**src/rtl/sync_rx.sv**
```systemverilog
module sync_rx #(
  parameter int DIVW  = 8,
  parameter int DATAW = 8
) (
  input  logic             clk,
  input  logic             rst_n,
  input  logic             rx_en,
  input  logic             clk_out_mode,
  input  logic [DIVW-1:0]  div_half,
  input  logic             sck_in,
  input  logic             rxd,
  input  logic             st_wr,
  input  logic [1:0]       st_wdata,
  input  logic             par_err,
  input  logic             frm_err,
  input  logic             irq_en,
  output logic             sck_out,
  output logic [DATAW-1:0] rd_data,
  output logic             rdrf,
  output logic             orer,
  output logic             rx_irq,
  output logic             tx_inhibit
);
  localparam int CNTW = (DATAW > 1) ? $clog2(DATAW) : 1;
  localparam logic [CNTW-1:0] LAST_BIT = CNTW'(DATAW - 1);

  logic [2:0]       sck_sy;
  logic [1:0]       rxd_sy;
  logic [DIVW-1:0]  dcnt;
  logic [CNTW-1:0]  bcnt;
  logic [DATAW-1:0] shreg;

  wire blocked  = orer | par_err | frm_err;
  wire run      = rx_en & ~blocked;
  wire half_end = (dcnt == div_half);
  wire int_rise = run & clk_out_mode & half_end & ~sck_out;
  wire ext_rise = run & ~clk_out_mode & sck_sy[1] & ~sck_sy[2];
  wire sample   = int_rise | ext_rise;
  wire bit_in   = clk_out_mode ? rxd : rxd_sy[1];
  wire last     = sample & (bcnt == LAST_BIT);
  wire [DATAW-1:0] frame = {bit_in, shreg[DATAW-1:1]};

  assign tx_inhibit = blocked;
  assign rx_irq     = rdrf & irq_en;

  always_ff @(posedge clk) begin
    if (!rst_n) begin
      sck_sy <= 3'b111;
      rxd_sy <= 2'b11;
    end else begin
      sck_sy <= {sck_sy[1:0], sck_in};
      rxd_sy <= {rxd_sy[0], rxd};
    end
  end

  always_ff @(posedge clk) begin
    if (!rst_n || !run || !clk_out_mode) begin
      dcnt    <= '0;
      sck_out <= 1'b1;
    end else if (half_end) begin
      dcnt    <= '0;
      sck_out <= ~sck_out;
    end else begin
      dcnt <= dcnt + 1'b1;
    end
  end

  always_ff @(posedge clk) begin
    if (!rst_n || !rx_en) begin
      bcnt  <= '0;
      shreg <= '0;
    end else if (sample) begin
      shreg <= frame;
      bcnt  <= last ? '0 : bcnt + 1'b1;
    end
  end

  always_ff @(posedge clk) begin
    if (!rst_n) begin
      rdrf    <= 1'b0;
      orer    <= 1'b0;
      rd_data <= '0;
    end else begin
      if (last && !rdrf) begin
        rdrf    <= 1'b1;
        rd_data <= frame;
      end else if (st_wr && !st_wdata[0]) begin
        rdrf <= 1'b0;
      end
      if (last && rdrf)
        orer <= 1'b1;
      else if (st_wr && !st_wdata[1])
        orer <= 1'b0;
    end
  end

  a_r5_data_held: assert property (@(posedge clk) disable iff (!rst_n)
    rdrf |=> $stable(rd_data));

  a_r6_orer_sticky: assert property (@(posedge clk) disable iff (!rst_n)
    (orer && !(st_wr && !st_wdata[1])) |=> orer);

  a_r6_clock_frozen: assert property (@(posedge clk) disable iff (!rst_n)
    orer |=> sck_out);

  a_r7_no_ready_when_err: assert property (@(posedge clk) disable iff (!rst_n)
    (par_err || frm_err) |=> !$rose(rdrf));

  a_r3_irq_needs_ready: assert property (@(posedge clk) disable iff (!rst_n)
    rx_irq |-> rdrf);

  a_r9_disable_restarts: assert property (@(posedge clk) disable iff (!rst_n)
    !rx_en |=> (bcnt == '0));

  a_r10_ext_clock_idle: assert property (@(posedge clk) disable iff (!rst_n)
    !clk_out_mode |=> sck_out);
endmodule

```
**config.mk**
```make
export PLATFORM = sky130hd
export DESIGN_NAME = sync_rx
export DESIGN_NICKNAME = d
export VERILOG_FILES = /design/src/rtl/sync_rx.sv
export SDC_FILE = /design/constraint.sdc
export NUM_CORES = 1
export LEC_CHECK = 0
export ABC_AREA = 1
export CORE_MARGIN = 2
export CORE_UTILIZATION = 50
export CTS_CLUSTER_SIZE = 20
export DETAILED_ROUTE_END_ITERATION = 6
export GPL_TIMING_DRIVEN = 1
export HOLD_SLACK_MARGIN = 0.1
export PLACE_DENSITY = 0.86
export SLEW_MARGIN = 10
export SYNTH_ARGS = -nofsm -noshare
export SYNTH_HDL_FRONTEND = slang
export SYNTH_SLANG_ARGS = --single-unit
```
**constraint.sdc**
```tcl
create_clock -name clk -period 1.9 [get_ports clk]
set_input_delay 0.38 -clock clk [delete_from_list [all_inputs] [get_ports clk]]
set_output_delay 0.38 -clock clk [all_outputs]
set_load 0.1 [all_outputs]
```
==> results of run 1 <==
[cells in the mapped netlist]
| cell | instances | area share, % |
|---|---|---|
| a21oi_1 | 10 | 3.1 |
| a21oi_2 | 2 | 1.1 |
| buf_1 | 1 | 0.23 |
| buf_6 | 1 | 0.69 |
| buf_8 | 1 | 0.92 |
| clkbuf_1 | 1 | 0.23 |
| clkinv_1 | 1 | 0.23 |
| dfxtp_1 | 34 | 42 |
| ha_1 | 3 | 2.3 |
| inv_1 | 46 | 11 |
| inv_2 | 5 | 1.2 |
| nand2_1 | 49 | 11 |
| nand2_2 | 1 | 0.39 |
| nand2_8 | 1 | 1.2 |
| nand3_1 | 3 | 0.92 |
| nand3_2 | 1 | 0.62 |
| nand3_4 | 2 | 2.2 |
| nand4_1 | 9 | 3.5 |
| nor2_1 | 28 | 6.5 |
| nor2_2 | 1 | 0.39 |
| nor2_4 | 1 | 0.69 |
| nor3_1 | 2 | 0.62 |
| nor3b_2 | 1 | 0.77 |
| nor4_1 | 1 | 0.39 |
| o21ai_0 | 6 | 1.8 |
| o21ai_1 | 10 | 3.1 |
| or2_2 | 4 | 1.5 |
| xor2_1 | 3 | 1.6 |
[power breakdown]
group / leakage, nW / total [mW] / switching, mW / internal [mW]
clock: 0.0353 / 0.415 / 0.236 / 0.179
sequential: 0.276 / 0.719 / 0.00185 / 0.717
combinational: 0.639 / 0.109 / 0.0490 / 0.0596
[state kept, by name, summed over array words and instances (netlist names)]
name and cells:
dcnt 8, rd_data 8, shreg 7, bcnt 3
sck_sy 3, rxd_sy 2, orer 1, rdrf 1
sck_out 1
[area by class of cell]
class | instances | area (µm²) | share of cell area, %
flip-flops and latches | 34 | 683.2 | 32.42
well taps | 44 | 55.05 | 2.613
clock buffers | 7 | 55.05 | 2.613
inverters | 52 | 195.2 | 9.264
clock inverters | 1 | 5.005 | 0.2375
repair buffers | 40 | 385.4 | 18.29
multi-input cells | 138 | 728.2 | 34.56
[worst paths after layout]
path | startpoint | end | slack [ns] | depth (start not counted)
worst min register to register | rxd_sy[0]$_SDFF_PN1_ | rxd_sy[1]$_SDFF_PN1_ | 0.43 | 1
worst max register to register | orer$_SDFFE_PN0P_ | rd_data[1]$_SDFFE_PN0P_ | 0.28 | 9
worst min-delay path | rxd_sy[0]$_SDFF_PN1_ | rxd_sy[1]$_SDFF_PN1_ | 0.43 | 1
worst max-delay path | div_half[6] | rd_data[1]$_SDFFE_PN0P_ | 0.17 | 13
[layer usage]
metal / up-vias / part of all wire (%)
met5: - / 0
met3: 6 / 5.3
met4: 0 / 1.7
met1: 588 / 45
li1: 787 / -
met2: 31 / 48
[placed cells by master, fill, tap and decap left out, types with 2 or more instances in the layout]
cell,instances
a21oi_1,10
a21oi_2,2
buf_12,3
buf_4,18
clkbuf_4,5
clkdlybuf4s50_1,19
dfxtp_1,32
dfxtp_2,2
ha_1,3
inv_1,46
inv_2,5
nand2_1,48
nand3_1,3
nand3_4,2
nand4_1,9
nor2_1,28
nor3_1,2
o21ai_0,6
o21ai_1,10
or2_2,4
xor2_1,3
[worst reg2reg max path, delay by kind of cell (launching register included)]
kind / cells / cell delay, ns
flops: 1 / 0.34
simple gates: 8 / 1.18
buf+inv: 1 / 0.04
[metrics by stage]
step	setup TNS [ns]	hold WS (ns)	setup slack [ns]	instance area, µm²	cells
after floorplan	0	0.3925	0.01136	1640	228
after global placement	-1.252	0.3953	-0.1085	2047	308
after detailed placement	-2.716	0.4119	-0.1817	2047	308
after CTS	0	0.4360	0.1611	2107	316
after global routing	0	0.4655	0.01108	2107	316
final	0	0.4296	0.1693	2107	316
[cells by family after synthesis]
group / count (synthesis) / share of synthesized area, %
buf+inv: 56 / 14.10
fa+ha+maj: 3 / 2.311
xor+xnor: 3 / 1.618
compound gates: 28 / 9.091
simple gates: 104 / 30.97
flops: 34 / 41.91
==> flow_metrics.tcl, run 1 <==
set metrics [dict create \
    outcome "completed" \
    cellLeakagePower_nw 0.9501 \
    drt-total-wl_um 3043 \
    io_buffers 32 \
    cts_tree "built" \
    ys_ff_latch 34 \
    crit_path_top_delay_cell "clkdlybuf4s50_1" \
    cts.clk_slew.worst_paths_ns 0.10 \
    grt_overflow_total 0 \
    clkLatencyLatePin_ns 0.34 \
    worstSetupStartpointType "input port" \
    synthCells 228 \
    syn_area_per_cell_um2 7.123 \
    grt_use_met3_pct 6.183 \
    path_class "input port to flip-flop" \
    worstHoldPathType "flip-flop to flip-flop" \
    via_per_inst 4.468 \
    antenna_left 0 \
    worst_ir_drop_vdd_mv 0.4329 \
    fmax_mhz 577.8 \
    slew-limit-headroom_pct 66.86 \
    max_stage_delay_ns 0.48 \
    gp_congestion 0.7520 \
    period_share_pct 91.09 \
    use_met1_pct 22.47 \
    cts_post_setup_buffers_inserted 0 \
    die_area_um2 3720 \
    yosysSeqAreaShare_pct 41.91 \
    area_growth_pct 29.74 \
    p_total_mw 1.243 \
    power_density_nw_per_um2 589.8 \
    dp_hpwl_um 2275 \
    root_buffer "clkbuf_4" \
    grt_pass1_wl_um 5237 \
    cts_resized 0 \
    first_iter_violations 69 \
    cts_buffers 5 \
    crit_path_max_fanout 19 \
    end_kind "flip-flop" \
    worst_pin_slew_ns 0.4972 \
    grt_usage_pct 19.14 \
    final-max-slew-violation-count 0 \
    syn_nets 251 \
    max-clock-path-buffers 2 \
    fin_util_pct 68.46 \
    dr.pass1.iters 4 \
    crit_top_cell "nand2_1" \
    die_y_um 60.99 \
    crit_chain "clkdlybuf4s50_1 -> inv_1 -> nand2_1 -> nand2_1 -> nor2_1 -> nand2_1 -> nor2_4 -> nand3_4 -> nand2_8 -> nand3_4 -> nand2_1 -> inv_1 -> nor2_1" \
    cts_hold_buf 0 \
    required_ns 2.18 \
    cap_violations 0 \
    setup_viol 0 \
    rsz0062_at_grt "no" \
    pin_count 33 \
    arrival_ns 2.01 \
    fin_nets 294 \
    via_count 1412 \
    top_usage_layer "met2" \
    remaining_drc_errors 0 \
    grt_pass1_vias 1299 \
    fin_crit_ns 1.731 \
    wl_per_cell_um 9.630 \
    fp.dieW_um 60.99 \
    path_delay_family "simple AND/OR/NAND/NOR gates" \
    row_count 20 \
    yosys.cell_types.count 28 \
    met2_usage_pct 31.80 \
    htree_levels 2 \
    cp.buffers_inverters 3 \
    antenna_cells 0 \
    syn_area_um2 1624 \
    ys_warn_count 0 \
    fin_skew_ns 0.007945 \
    fillers 254 \
    drive_above_1_share_pct 18.38 \
    grt_max_degree 20 \
    initial_core_util_pct 52.76 \
    fp.coreArea_um2 3078 \
    cts_sinks 34 \
    antenna_found_initial 0 \
    final_hold_viol_count 0 \
]
Power figures use the tool's default switching activity.
==> inputs of run 2 (changes only) <==
Settings changed: MAX_ROUTING_LAYER set to met4.
==> run 2 against run 1 <==
Flip-flop and latch count stayed put. Count of clock-buffer cells in the layout stayed put. Die area unchanged. Combinational power is essentially flat. Wire length down 0.16%. Global-route usage up 0.61 points. Core utilization unchanged. Worst setup slack better by 0.0014 ns. Cell count did not move.
==> flow_metrics.tcl, run 2 (synthesized netlist as in run 1, its figures left out) <==
set metrics [dict create \
    r2r_slack_ns 0.28 \
    cellLeakagePower_nw 0.9501 \
    whs_ns 0.4296 \
    cts_resized 0 \
    layout_commonest_cell "nand2_1" \
    die_area_um2 3720 \
    end_kind "primary output" \
    reg_top3 "dcnt x8, rd_data x8, shreg x7" \
    fin_crit_ns 1.729 \
    row_count 20 \
    final_hold_viol_count 0 \
    htree_levels 2 \
    endpoint "tx_inhibit" \
    initial_core_util_pct 52.76 \
    timing.rr.start "orer$_SDFFE_PN0P_" \
    fmax_mhz 578.3 \
    cts_post_setup_buffers_inserted 0 \
    dr.pass1.iters 4 \
    io_buffers 32 \
    timing.rr.end "rd_data[1]$_SDFFE_PN0P_" \
    gp_congestion 0.7616 \
    max-clock-path-buffers 2 \
    rsz0062_at_grt "no" \
    period_share_pct 91.01 \
    fp.coreArea_um2 3078 \
    root_buffer "clkbuf_4" \
    grt_usage_pct 19.75 \
    fin_skew_ns 0.007758 \
    dp_hpwl_um 2275 \
    worst_pin_slew_ns 0.4963 \
    wl_per_cell_um 9.614 \
    cap_violations 0 \
    remaining_drc_errors 0 \
    antenna_cells 0 \
    first_iter_violations 65 \
    crit_path_max_fanout 3 \
    cts_sinks 34 \
    required_ns 1.52 \
    clkLatencyLatePin_ns 0.34 \
    r2r_cells 9 \
    grt_overflow_total 0 \
    drt-total-wl_um 3038 \
    cts_buffers 5 \
    dp.cells 308 \
    stdcell_count 316 \
    min_path_cells 1 \
    fin_util_pct 68.46 \
    cts.clk_slew.worst_paths_ns 0.10 \
    path_class "input port to primary output" \
    grt_max_degree 20 \
    via_per_inst 4.472 \
    arrival_ns 1.35 \
    grt_pass1_wl_um 5237 \
    drive_above_1_share_pct 18.38 \
    die_y_um 60.99 \
    pin_count 33 \
    startpoint "par_err" \
    setup_viol 0 \
    dpl_cell_area_um2 2047 \
    layout_common_cells "nand2_1 (48), inv_1 (46), dfxtp_1 (32)" \
    grt_pass1_vias 1300 \
    fin_nets 294 \
    cts_hold_buf 0 \
    antenna_found_initial 0 \
    worstSetupStartpointType "input port" \
    via_count 1413 \
    power_density_nw_per_um2 589.8 \
    fin_area_um2 2107 \
    outcome "completed" \
    slew-limit-headroom_pct 66.91 \
    p_total_mw 1.243 \
    final-max-slew-violation-count 0 \
    area_growth_pct 29.74 \
    worstHoldPathType "flip-flop to flip-flop" \
    cts_tree "built" \
    antenna_left 0 \
    fp.dieW_um 60.99 \
    worst_ir_drop_vdd_mv 0.4330 \
]
## run 2: cell counts in the layout (fill, tap and decap cells not counted)
No cell type changed its count.
## run 2: how the worst min path moves through the flow
stage / from / end / slack [ns]
after floorplan: rxd_sy[0]$_SDFF_PN1_ / rxd_sy[1]$_SDFF_PN1_ / 0.39
after global placement: sck_sy[0]$_SDFF_PN1_ / sck_sy[1]$_SDFF_PN1_ / 0.40
after detailed placement: rxd_sy[0]$_SDFF_PN1_ / rxd_sy[1]$_SDFF_PN1_ / 0.41
after CTS: rxd_sy[0]$_SDFF_PN1_ / rxd_sy[1]$_SDFF_PN1_ / 0.44
after global routing: rxd_sy[0]$_SDFF_PN1_ / rxd_sy[1]$_SDFF_PN1_ / 0.47
final: rxd_sy[0]$_SDFF_PN1_ / rxd_sy[1]$_SDFF_PN1_ / 0.43
## run 2: through the flow
stage               setup TNS (ns)  setup slack (ns)
floorplan                        0           0.01136
global placement            -1.252           -0.1085
detailed placement          -2.716           -0.1817
CTS                              0            0.1611
global route                     0           0.01108
finish                           0            0.1707
## run 2: cell type report
type / count / area, µm²
Clock inverter: 1 / 5.005
Sequential cell: 34 / 683.2
Multi-Input combinational cell: 138 / 728.2
Tap cell: 44 / 55.05
Inverter: 52 / 195.2
Clock buffer: 7 / 55.05
Timing Repair Buffer: 40 / 385.4
Fill cell: 254 / 970.9
## run 2: worst max-delay path: stages
cell and delay, ns:
clkdlybuf4s50_1 0.39, nor2_1 0.18, nand2_4 0.09, buf_4 0.15, buf_12 0.15
## run 2: metal layers
| layer | routed length (µm) | vias up | share of wire, % | GRT usage (%) |
|---|---|---|---|---|
| met1 | 1404 | 590 | 46 | 22.47 |
| met5 | 0 | - | 0 | - |
| met4 | 51 | 0 | 1.7 | 8.696 |
| met2 | 1430 | 29 | 47 | 31.80 |
| met3 | 152 | 6 | 5.0 | 6.183 |
| li1 | - | 788 | - | - |
## run 2: power breakdown
| part | switching (mW) | leakage [nW] | internal, mW |
|---|---|---|---|
| sequential | 0.00185 | 0.276 | 0.717 |
| clock | 0.236 | 0.0353 | 0.179 |
| combinational | 0.0490 | 0.639 | 0.0596 |
==> inputs of run 3 (changes only) <==
--- a/config.mk
+++ b/config.mk
@@ -12,2 +12,3 @@
 export DETAILED_ROUTE_END_ITERATION = 6
+export GPL_ROUTABILITY_DRIVEN = 1
 export GPL_TIMING_DRIVEN = 1
==> constraint.sdc (replaced) <==
create_clock -name clk -period 1.9 [get_ports clk]
set_input_delay 0.19 -clock clk [delete_from_list [all_inputs] [get_ports clk]]
set_output_delay 0.19 -clock clk [all_outputs]
set_load 0.1 [all_outputs]
==> run 3 against run 2 <==
Die area unchanged. First-iteration DRC count shrank 42%. Via count is 0.85% lower. Final area is 3.7% lower. Non-clock buffer count shrank 7. Cell count shrank 2.5%. Combinational power decreased by 5%. Clock skew decreased by 0.0024 ns. Maximum frequency up 4.0%. Sequential power barely moved. Largest cell class unchanged. Largest power group unchanged. Highest routed layer unchanged.
==> flow_metrics.tcl, run 3 (synthesized netlist as in run 1, its figures left out) <==
set metrics [dict create \
    outcome "completed" \
    dp_hpwl_um 2133 \
    end_kind "flip-flop" \
    antenna_left 0 \
    area_growth_pct 24.88 \
    met2_usage_pct 29.19 \
    die_area_um2 3720 \
    final-max-slew-violation-count 0 \
    cap_violations 0 \
    fmax_mhz 601.2 \
    use_met1_pct 21.45 \
    cts_sinks 34 \
    setup_slack_ns 0.2367 \
    root_buffer "clkbuf_4" \
    p_total_mw 1.180 \
    r2r_slack_ns 0.24 \
    reg_top3 "dcnt x8, rd_data x8, shreg x7" \
    period_share_pct 87.54 \
    fin_crit_ns 1.663 \
    grt_pass1_vias 1242 \
    drive_above_1_share_pct 15.91 \
    crit_path_max_fanout 28 \
    row_count 20 \
    cts_buffers 5 \
    required_ns 2.17 \
    clkLatencyLatePin_ns 0.33 \
    dr.pass1.iters 4 \
    fin_skew_ns 0.005319 \
    arrival_ns 1.94 \
    layout_commonest_cell "nand2_1" \
    worst_ir_drop_vdd_mv 0.4404 \
    grt_use_met3_pct 4.691 \
    grt_pass1_wl_um 4905 \
    whs_ns 0.4121 \
    worstHoldPathType "input port to flip-flop" \
    remaining_drc_errors 0 \
    cts_resized 0 \
    fp.coreArea_um2 3078 \
    r2r_cells 12 \
    cts.clk_slew.worst_paths_ns 0.09 \
    via_per_inst 4.549 \
    path_class "flip-flop to flip-flop" \
    first_iter_violations 38 \
    timing.rr.end "rd_data[4]$_SDFFE_PN0P_" \
    min_path_cells 3 \
    wl_per_cell_um 9.325 \
    fin_nets 287 \
    pre_cts_slack_ns -0.01827 \
    drt-total-wl_um 2872 \
    power_density_nw_per_um2 581.9 \
    cts_tree "built" \
    pin_count 33 \
    slew-limit-headroom_pct 68.42 \
    dp.cells 301 \
    grt_overflow_total 0 \
    via_count 1401 \
    layout_common_cells "nand2_1 (48), inv_1 (46), dfxtp_1 (31)" \
    cts_hold_buf 0 \
    final_hold_viol_count 0 \
    timing.rr.start "dcnt[3]$_SDFF_PP0_" \
    worstSetupStartpointType "flip-flop" \
    fin_util_pct 65.89 \
    antenna_cells 0 \
    hold_start "rxd" \
    stdcell_count 308 \
    setup_viol 0 \
    htree_levels 2 \
    top_usage_layer "met2" \
    grt_usage_pct 18.39 \
    grt_max_degree 29 \
    worst_pin_slew_ns 0.4736 \
    initial_core_util_pct 52.76 \
    rsz0062_at_grt "no" \
    cellLeakagePower_nw 0.9015 \
    io_buffers 32 \
    gp_congestion 0.7303 \
    hold_path_end "rxd_sy[0]$_SDFF_PN1_" \
    die_y_um 60.99 \
    antenna_found_initial 0 \
    cts_post_setup_buffers_inserted 0 \
    fp.dieW_um 60.99 \
    max-clock-path-buffers 2 \
    fillers 258 \
]
## run 3: cell count changes in the layout (fill, tap and decap cells not counted)
cell / change
dfxtp_2: +1
clkbuf_1: +1
dfxtp_1: -1
clkinv_2: -1
clkbuf_8: -1
buf_12: -1
buf_4: -6
## run 3: layout make-up
type	count	area (µm²)	share of cell area [%]
Multi-Input combinational cell	138	728.2	35.90
Sequential cell	34	684.4	33.74
Timing Repair Buffer	33	320.3	15.79
Inverter	52	195.2	9.624
Tap cell	44	55.05	2.714
Clock buffer	7	45.04	2.221
## run 3: power breakdown
part	switching (mW)	internal, mW
combinational	0.0483	0.0561
clock	0.218	0.139
sequential	0.00169	0.717
## run 3: per-layer routing
metal | part of all wire, % | routed length (µm)
met2 | 45 | 1281
met1 | 48 | 1389
met3 | 4.7 | 135
met5 | 0 | 0
met4 | 2.2 | 64
## run 3: worst max-delay path by stage
stage	from	endpoint	slack (ns)	depth (start not counted)
3_3_place_gp	div_half[6]	rd_data[2]$_SDFFE_PN0P_	0.04	13
4_1_cts	orer$_SDFFE_PN0P_	rd_data[4]$_SDFFE_PN0P_	0.21	9
5_1_grt	dcnt[3]$_SDFF_PP0_	rd_data[5]$_SDFFE_PN0P_	0.02	12
6_report	dcnt[3]$_SDFF_PP0_	rd_data[4]$_SDFFE_PN0P_	0.24	12
3_5_place_dp	div_half[5]	rd_data[4]$_SDFFE_PN0P_	-0.02	13
2_1_floorplan	orer$_SDFFE_PN0P_	rd_data[7]$_SDFFE_PN0P_	0.01	9
## run 3: critical path: stages, from the launching register on
cell and delay (ns):
dfxtp_1 0.44, inv_2 0.05, nand2_1 0.05, nand2_1 0.06
nor2_2 0.12, nand2_2 0.08, nor2_4 0.13, nand3_4 0.11
nand2_8 0.17, nand3_4 0.15, nand2_1 0.10, inv_1 0.05
nor2_1 0.09
## run 3: through the flow
stage	setup TNS, ns	area [µm²]
after floorplan	0	1640
after global placement	0	1982
after detailed placement	-0.1151	1982
after CTS	0	2027
after global routing	0	2028
final	0	2028
